[src/rtl/mgmt_pkg.sv]
package mgmt_pkg;

  localparam int FRAME_BITS = 64;
  localparam int PRE_BITS   = 32;
  localparam int TA_FIRST   = 46;
  localparam int DATA_FIRST = 48;

  typedef struct packed {
    logic [1:0]  rsv;
    logic        ie;
    logic        rdy;
    logic        rd;
    logic        wr;
    logic [4:0]  phy;
    logic [4:0]  regad;
    logic [15:0] data;
  } mgmt_word_t;

endpackage

[src/rtl/mgmt_mdc_div.sv]
module mgmt_mdc_div #(
  parameter int CLK_DIV = 2
) (
  input  logic clk,
  input  logic rst_n,
  input  logic run,
  output logic mdc,
  output logic rise,
  output logic fall
);
  localparam int CW = (CLK_DIV > 1) ? $clog2(CLK_DIV) : 1;
  localparam logic [CW-1:0] CNT_END = CW'(CLK_DIV - 1);

  logic [CW-1:0] cnt_q, cnt_d;
  logic          mdc_q, mdc_d;
  logic          tick;

  assign tick = run && (cnt_q == CNT_END);
  assign rise = tick && !mdc_q;
  assign fall = tick && mdc_q;
  assign mdc  = mdc_q;

  always_comb begin
    cnt_d = cnt_q;
    mdc_d = mdc_q;
    if (!run) begin
      cnt_d = '0;
      mdc_d = 1'b0;
    end else if (tick) begin
      cnt_d = '0;
      mdc_d = ~mdc_q;
    end else begin
      cnt_d = cnt_q + 1'b1;
    end
  end

  always_ff @(posedge clk or negedge rst_n) begin
    if (!rst_n) begin
      cnt_q <= '0;
      mdc_q <= 1'b0;
    end else begin
      cnt_q <= cnt_d;
      mdc_q <= mdc_d;
    end
  end


  mdc_idle_chk: assert property (@(posedge clk) disable iff (!rst_n)
    !run |-> !mdc_q);

endmodule

[src/rtl/mgmt_mdio_frame.sv]
module mgmt_mdio_frame
  import mgmt_pkg::*;
(
  input  logic        clk,
  input  logic        rst_n,
  input  logic        start,
  input  logic        is_rd,
  input  logic [4:0]  phy,
  input  logic [4:0]  regad,
  input  logic [15:0] wdata,
  input  logic        mdc,
  input  logic        rise,
  input  logic        fall,
  input  logic        mdio_in,
  output logic        busy,
  output logic        done,
  output logic        mdio_out,
  output logic        mdio_oe,
  output logic [15:0] rx_data
);
  localparam int BW = $clog2(FRAME_BITS);
  localparam logic [BW-1:0] LAST_BIT = BW'(FRAME_BITS - 1);
  localparam logic [BW-1:0] TA_IDX   = BW'(TA_FIRST);
  localparam logic [BW-1:0] DAT_IDX  = BW'(DATA_FIRST);

  logic [FRAME_BITS-1:0] sh_q, sh_d;
  logic [BW-1:0]         bit_q, bit_d;
  logic                  busy_q, busy_d;
  logic                  rd_q, rd_d;
  logic [15:0]           rx_q, rx_d;

  assign busy     = busy_q;
  assign done     = busy_q && fall && (bit_q == LAST_BIT);
  assign mdio_out = busy_q && sh_q[FRAME_BITS-1];
  assign mdio_oe  = busy_q && !(rd_q && (bit_q >= TA_IDX));
  assign rx_data  = rx_q;

  always_comb begin
    sh_d   = sh_q;
    bit_d  = bit_q;
    busy_d = busy_q;
    rd_d   = rd_q;
    rx_d   = rx_q;
    if (start) begin
      sh_d   = {{PRE_BITS{1'b1}}, 2'b01, (is_rd ? 2'b10 : 2'b01), phy, regad,
                2'b10, (is_rd ? 16'h0000 : wdata)};
      bit_d  = '0;
      busy_d = 1'b1;
      rd_d   = is_rd;
    end else if (busy_q) begin
      if (rise && rd_q && (bit_q >= DAT_IDX))
        rx_d = {rx_q[14:0], mdio_in};
      if (fall) begin
        if (bit_q == LAST_BIT) begin
          busy_d = 1'b0;
        end else begin
          bit_d = bit_q + 1'b1;
          sh_d  = {sh_q[FRAME_BITS-2:0], 1'b0};
        end
      end
    end
  end

  always_ff @(posedge clk or negedge rst_n) begin
    if (!rst_n) begin
      sh_q   <= '0;
      bit_q  <= '0;
      busy_q <= 1'b0;
      rd_q   <= 1'b0;
      rx_q   <= '0;
    end else begin
      sh_q   <= sh_d;
      bit_q  <= bit_d;
      busy_q <= busy_d;
      rd_q   <= rd_d;
      rx_q   <= rx_d;
    end
  end


  mdio_hold_chk: assert property (@(posedge clk) disable iff (!rst_n)
    (busy_q && mdc && !fall) |=> $stable(mdio_out));


  release_rd_chk: assert property (@(posedge clk) disable iff (!rst_n)
    (busy_q && !mdio_oe) |-> rd_q);

endmodule

[src/rtl/mgmt_reg_ctrl.sv]
module mgmt_reg_ctrl
  import mgmt_pkg::*;
#(
  parameter int CLK_DIV = 2
) (
  input  logic        clk,
  input  logic        rst_n,
  input  logic        reg_wr,
  input  logic [31:0] reg_wdata,
  output logic [31:0] reg_rdata,
  output logic        irq,
  output logic        mdc,
  output logic        mdio_out,
  output logic        mdio_oe,
  input  logic        mdio_in
);
  localparam int CYC_LIMIT = 2 * FRAME_BITS * CLK_DIV;
  localparam int CCW       = $clog2(CYC_LIMIT + 1);

  logic [1:0]  rst_sync_q;
  logic        srst_n;
  mgmt_word_t  wr_word;
  mgmt_word_t  cmd_q, cmd_d;
  logic        irq_q, irq_d;
  logic        accept, valid_op;
  logic        busy, done;
  logic        rise, fall;
  logic [15:0] rx_data;
  logic [CCW-1:0] busy_cyc_q, busy_cyc_d;

  // reset: asserted asynchronously, released on the clock
  always_ff @(posedge clk or negedge rst_n) begin
    if (!rst_n) rst_sync_q <= 2'b00;
    else        rst_sync_q <= {rst_sync_q[0], 1'b1};
  end
  assign srst_n = rst_sync_q[1];

  assign wr_word  = mgmt_word_t'(reg_wdata);
  assign accept   = reg_wr && !busy;
  assign valid_op = wr_word.rd ^ wr_word.wr;

  mgmt_mdc_div #(.CLK_DIV(CLK_DIV)) i_div (
    .clk   (clk),
    .rst_n (srst_n),
    .run   (busy),
    .mdc   (mdc),
    .rise  (rise),
    .fall  (fall)
  );

  mgmt_mdio_frame i_frame (
    .clk      (clk),
    .rst_n    (srst_n),
    .start    (accept && valid_op),
    .is_rd    (wr_word.rd),
    .phy      (wr_word.phy),
    .regad    (wr_word.regad),
    .wdata    (wr_word.data),
    .mdc      (mdc),
    .rise     (rise),
    .fall     (fall),
    .mdio_in  (mdio_in),
    .busy     (busy),
    .done     (done),
    .mdio_out (mdio_out),
    .mdio_oe  (mdio_oe),
    .rx_data  (rx_data)
  );

  always_comb begin
    cmd_d = cmd_q;
    irq_d = irq_q;
    if (reg_wr) irq_d = 1'b0;
    if (accept) begin
      cmd_d     = wr_word;
      cmd_d.rsv = 2'b00;
      cmd_d.rdy = !valid_op;
    end else if (done) begin
      cmd_d.rdy = 1'b1;
      if (cmd_q.rd) cmd_d.data = rx_data;
      if (cmd_q.ie) irq_d = 1'b1;
    end
  end

  always_comb begin
    busy_cyc_d = busy_cyc_q;
    if (accept)    busy_cyc_d = '0;
    else if (busy) busy_cyc_d = busy_cyc_q + 1'b1;
  end

  always_ff @(posedge clk or negedge srst_n) begin
    if (!srst_n) begin
      cmd_q      <= '{rsv: 2'b00, ie: 1'b0, rdy: 1'b1, rd: 1'b0, wr: 1'b0,
                      phy: 5'd0, regad: 5'd0, data: 16'h0000};
      irq_q      <= 1'b0;
      busy_cyc_q <= '0;
    end else begin
      cmd_q      <= cmd_d;
      irq_q      <= irq_d;
      busy_cyc_q <= busy_cyc_d;
    end
  end

  assign reg_rdata = cmd_q;
  assign irq       = irq_q;


  ready_busy_chk: assert property (@(posedge clk) disable iff (!srst_n)
    cmd_q.rdy != busy);


  irq_ready_chk: assert property (@(posedge clk) disable iff (!srst_n)
    irq_q |-> cmd_q.rdy);


  busy_ignore_chk: assert property (@(posedge clk) disable iff (!srst_n)
    (busy && reg_wr) |=> $stable({cmd_q.rd, cmd_q.wr, cmd_q.phy, cmd_q.regad, cmd_q.ie}));


  busy_bound_chk: assert property (@(posedge clk) disable iff (!srst_n)
    busy |-> (busy_cyc_q < CCW'(CYC_LIMIT)));

endmodule

[config.mk]
export PLATFORM = sky130hd
export DESIGN_NAME = mgmt_reg_ctrl
export DESIGN_NICKNAME = d
export VERILOG_FILES = /design/src/rtl/mgmt_pkg.sv /design/src/rtl/mgmt_mdc_div.sv /design/src/rtl/mgmt_mdio_frame.sv /design/src/rtl/mgmt_reg_ctrl.sv
export SDC_FILE = /design/constraint.sdc
export NUM_CORES = 1
export LEC_CHECK = 0
export BUFFER_PORTS_ARGS = -buffer_cell sky130_fd_sc_hd__buf_4
export CAP_MARGIN = 30
export CORE_MARGIN = 2
export CORE_UTILIZATION = 52
export DETAILED_ROUTE_END_ITERATION = 8
export GPL_TIMING_DRIVEN = 1
export PLACE_DENSITY = 0.82
export SLEW_MARGIN = 0
export SYNTH_ARGS = -nofsm -noshare
export SYNTH_HDL_FRONTEND = slang
export SYNTH_SLANG_ARGS = --single-unit
[constraint.sdc]
create_clock -name clk -period 11.2 [get_ports clk]
set_clock_uncertainty 0.05 [all_clocks]
set_input_delay 1.12 -clock clk [delete_from_list [all_inputs] [get_ports clk]]
set_output_delay 1.12 -clock clk [all_outputs]
set_load 0.05 [all_outputs]
==> flow_metrics.py <==
metrics = {
    "finish": {
        "antenna_cells": 0,
        "final_common_cell": "nand2_1",
        "fin_cells": 730,
        "drive_above_1_share_pct": 21.3,
        "post-route-util_pct": 64.8,
        "area_growth_pct": 21.5,
        "layout_common_cells": "168 x nand2_1, 121 x dfrtp_1, 71 x buf_4",
        "fin_nets": 622,
    },
    "timing": {
        "slew_violations": 0,
        "worst_pin_slew_ns": 1.00,
        "fmax_mhz": 301,
        "setup_tns_ns": 0,
        "setup_violations": 0,
        "fin_crit_sh_pct": 29.6,
        "rsz0062_at_grt": "no",
        "hold_viol_final": 0,
        "min_period_ns": 3.32,
        "max-slew-margin-rel_pct": 32.8,
    },
    "detailed_routing": {
        "drc": 0,
        "first_pass_iters": 6,
        "drt_wl_total_um": 11700,
        "vias": 4135,
        "routedWlPerCell_um": 16.1,
        "detail-route-antenna-nets": 0,
        "vias_per_cell": 5.66,
        "drt_iter0_markers": 322,
    },
    "placed_design": {
        "gp_congestion": 0.887,
        "hpwl_um": 7420,
        "io_buffers": 66,
        "dp_cells": 698,
    },
    "logic_synthesis": {
        "ys_types": 49,
        "synth_top_cell_by_area": "dfrtp_1",
        "synth_ff_type": "dfrtp_1",
        "async_flop_share_pct": 100,
        "syn_area_um2": 5190,
        "avgSynthCellArea_um2": 9.80,
        "yosysWarnings": 0,
        "synth_top_family_by_area": "simple AND/OR/NAND/NOR gates",
        "ys_seq_elements": 123,
        "synth-compound-area-share_pct": 10.9,
        "synth_area_leaders": "dfrtp_1 59%, nand2_1 12%, nand3_1 4.6%",
        "synth_simple_gate_area_share_pct": 20.9,
        "synthXorXnorAreaFrac_pct": 0.676,
        "synthAdderAreaFrac_pct": 0.483,
        "synthMuxAreaShare_pct": 3.67,
        "netlist_instances": 529,
        "synth_top_area_share_pct": 58.9,
        "yosysSeqAreaShare_pct": 59.4,
        "synth_edf_count": 0,
    },
    "global_route": {
        "grt_pass1_wl_um": 19700,
        "grt_overflow": 0,
        "antenna_found_initial": 0,
        "grt_max_degree": 74,
        "grt_pass1_vias": 4001,
        "grt_usage_pct": 22.8,
    },
    "critical_path": {
        "cp.arrival_ns": 3.68,
        "critPathMaxFanout": 42,
        "cp.required_ns": 11.56,
        "start_kind": "input port",
        "critPathKind": "in2reg",
        "end_kind": "flip-flop",
    },
    "power_and_ir_drop": {
        "p_per_area_nw_per_um2": 317,
        "ir_worst_vdd_v": 0.000159,
        "p_leak_nw": 3.03,
        "power_mw": 2.00,
    },
    "floorplan": {
        "die_w_um": 104,
        "rows": 36,
        "dieArea_um2": 10800,
        "die_y_um": 104,
        "boundaryPins": 72,
        "core_area_um2": 9730,
        "initial_utilization_pct": 53.3,
    },
    "cts": {
        "cts_hold_buf": 0,
        "clockRootBuffer": "clkbuf_8",
        "numCtsBuffers": 17,
        "clock_sinks": 123,
        "post-cts-setup-buffer-count": 0,
        "cts_resized": 0,
        "clk_pin_slew_ns": 0.06,
        "htree_num_levels": 4,
        "clk_latency_ns": 0.52,
        "clockBufferDepth": 2,
        "cts_tree": "built",
    },
    "hold_path": {
        "hold_path.class": "reg2async",
    },
    "status": {
        "outcome": "finished, final reports clean",
    },
    "job": {
        "maxCapViolCount": 0,
    },
}
## cells in the mapped netlist, types with 2 or more instances
library cell / number
ha_1: 2
o211ai_1: 2
nand2_1: 168
buf_1: 2
inv_1: 2
a22oi_1: 10
xor2_1: 2
mux2_1: 2
o22ai_1: 2
mux2_2: 14
buf_6: 2
a2bb2oi_1: 15
nand3_1: 48
buf_4: 5
clkbuf_1: 10
xnor2_1: 2
nand2b_1: 2
conb_1: 2
o21a_1: 2
buf_2: 16
and2_1: 4
a21oi_1: 20
a211oi_1: 2
nor2_1: 23
dfrtp_1: 122
a31oi_1: 9
o21ai_0: 17
## power by group
part / leakage, nW / internal, mW / switching (mW)
logic: 1.29 / 0.244 / 0.460
clock network: 0.280 / 0.327 / 0.210
registers: 1.46 / 0.632 / 0.125
## cell families after synthesis
logic type | after synthesis
AO/OA/AOI/OAI | 86
XOR/XNOR | 4
adder cells (fa/ha/maj) | 2
buffers and inverters | 38
flip-flops | 123
multiplexers | 17
other | 2
AND/OR/NAND/NOR | 257
## state kept, by name (all words and copies together), names as in the netlist
signal,cells
i_frame.busy,1
irq,1
i_frame.rx_data,16
rst_sync_q,2
i_div.mdc,1
i_div.cnt_q,1
i_frame.rd_q,1
reg_rdata,30
i_frame.bit_q,6
i_frame.sh_q,64
## per-stage QoR
step	worst slack [ns]	instance area, µm²	hold slack (ns)
after floorplan	7.47	5190	0.281
after global placement	7.46	5720	0.288
after detailed placement	7.45	5720	0.297
after CTS	7.92	6300	0.309
after global routing	7.67	6300	0.302
final	7.88	6300	0.295
## routing by layer
metal | vias up | part of all wire (%) | routed length [µm] | GRT usage [%]
met4 | 0 | 2.0 | 233 | 7.92
met5 | - | 0 | 0 | 0
met1 | 2026 | 41 | 4850 | 30.1
li1 | 1888 | - | - | -
met2 | 195 | 49 | 5770 | 36.7
met3 | 26 | 7.6 | 888 | 6.08
## worst max-delay path: stages
cell     delay, ns
buf_4         0.11
nor2b_2       0.81
nand2_1       0.74
buf_4         0.50
o22a_1        0.27
o21a_1        0.12
## worst paths after layout
kind / startpoint / to / slack [ns] / cells past startpoint
max in group asynchronous: rst_sync_q[1] / i_frame.sh_q[5] / 9.47 / 1
min in group clk: rst_sync_q[0] / rst_sync_q[1] / 0.31 / 0
max reg2reg: i_frame.busy / i_frame.sh_q[27] / 8.03 / 5
max: reg_wr / i_frame.sh_q[27] / 7.88 / 6
min: rst_sync_q[1] / reg_rdata[19] / 0.30 / 0
min reg2reg: rst_sync_q[1] / reg_rdata[19] / 0.30 / 0
## area by class of cell
cell class,count,area (µm²)
Fill cell,782,3430
Inverter,2,7.51
Multi-Input combinational cell,369,1930
Timing Repair Buffer,71,533
Clock inverter,14,158
Tap cell,133,166
Sequential cell,123,3080
Clock buffer,18,428
Power figures use the tool's default switching activity.
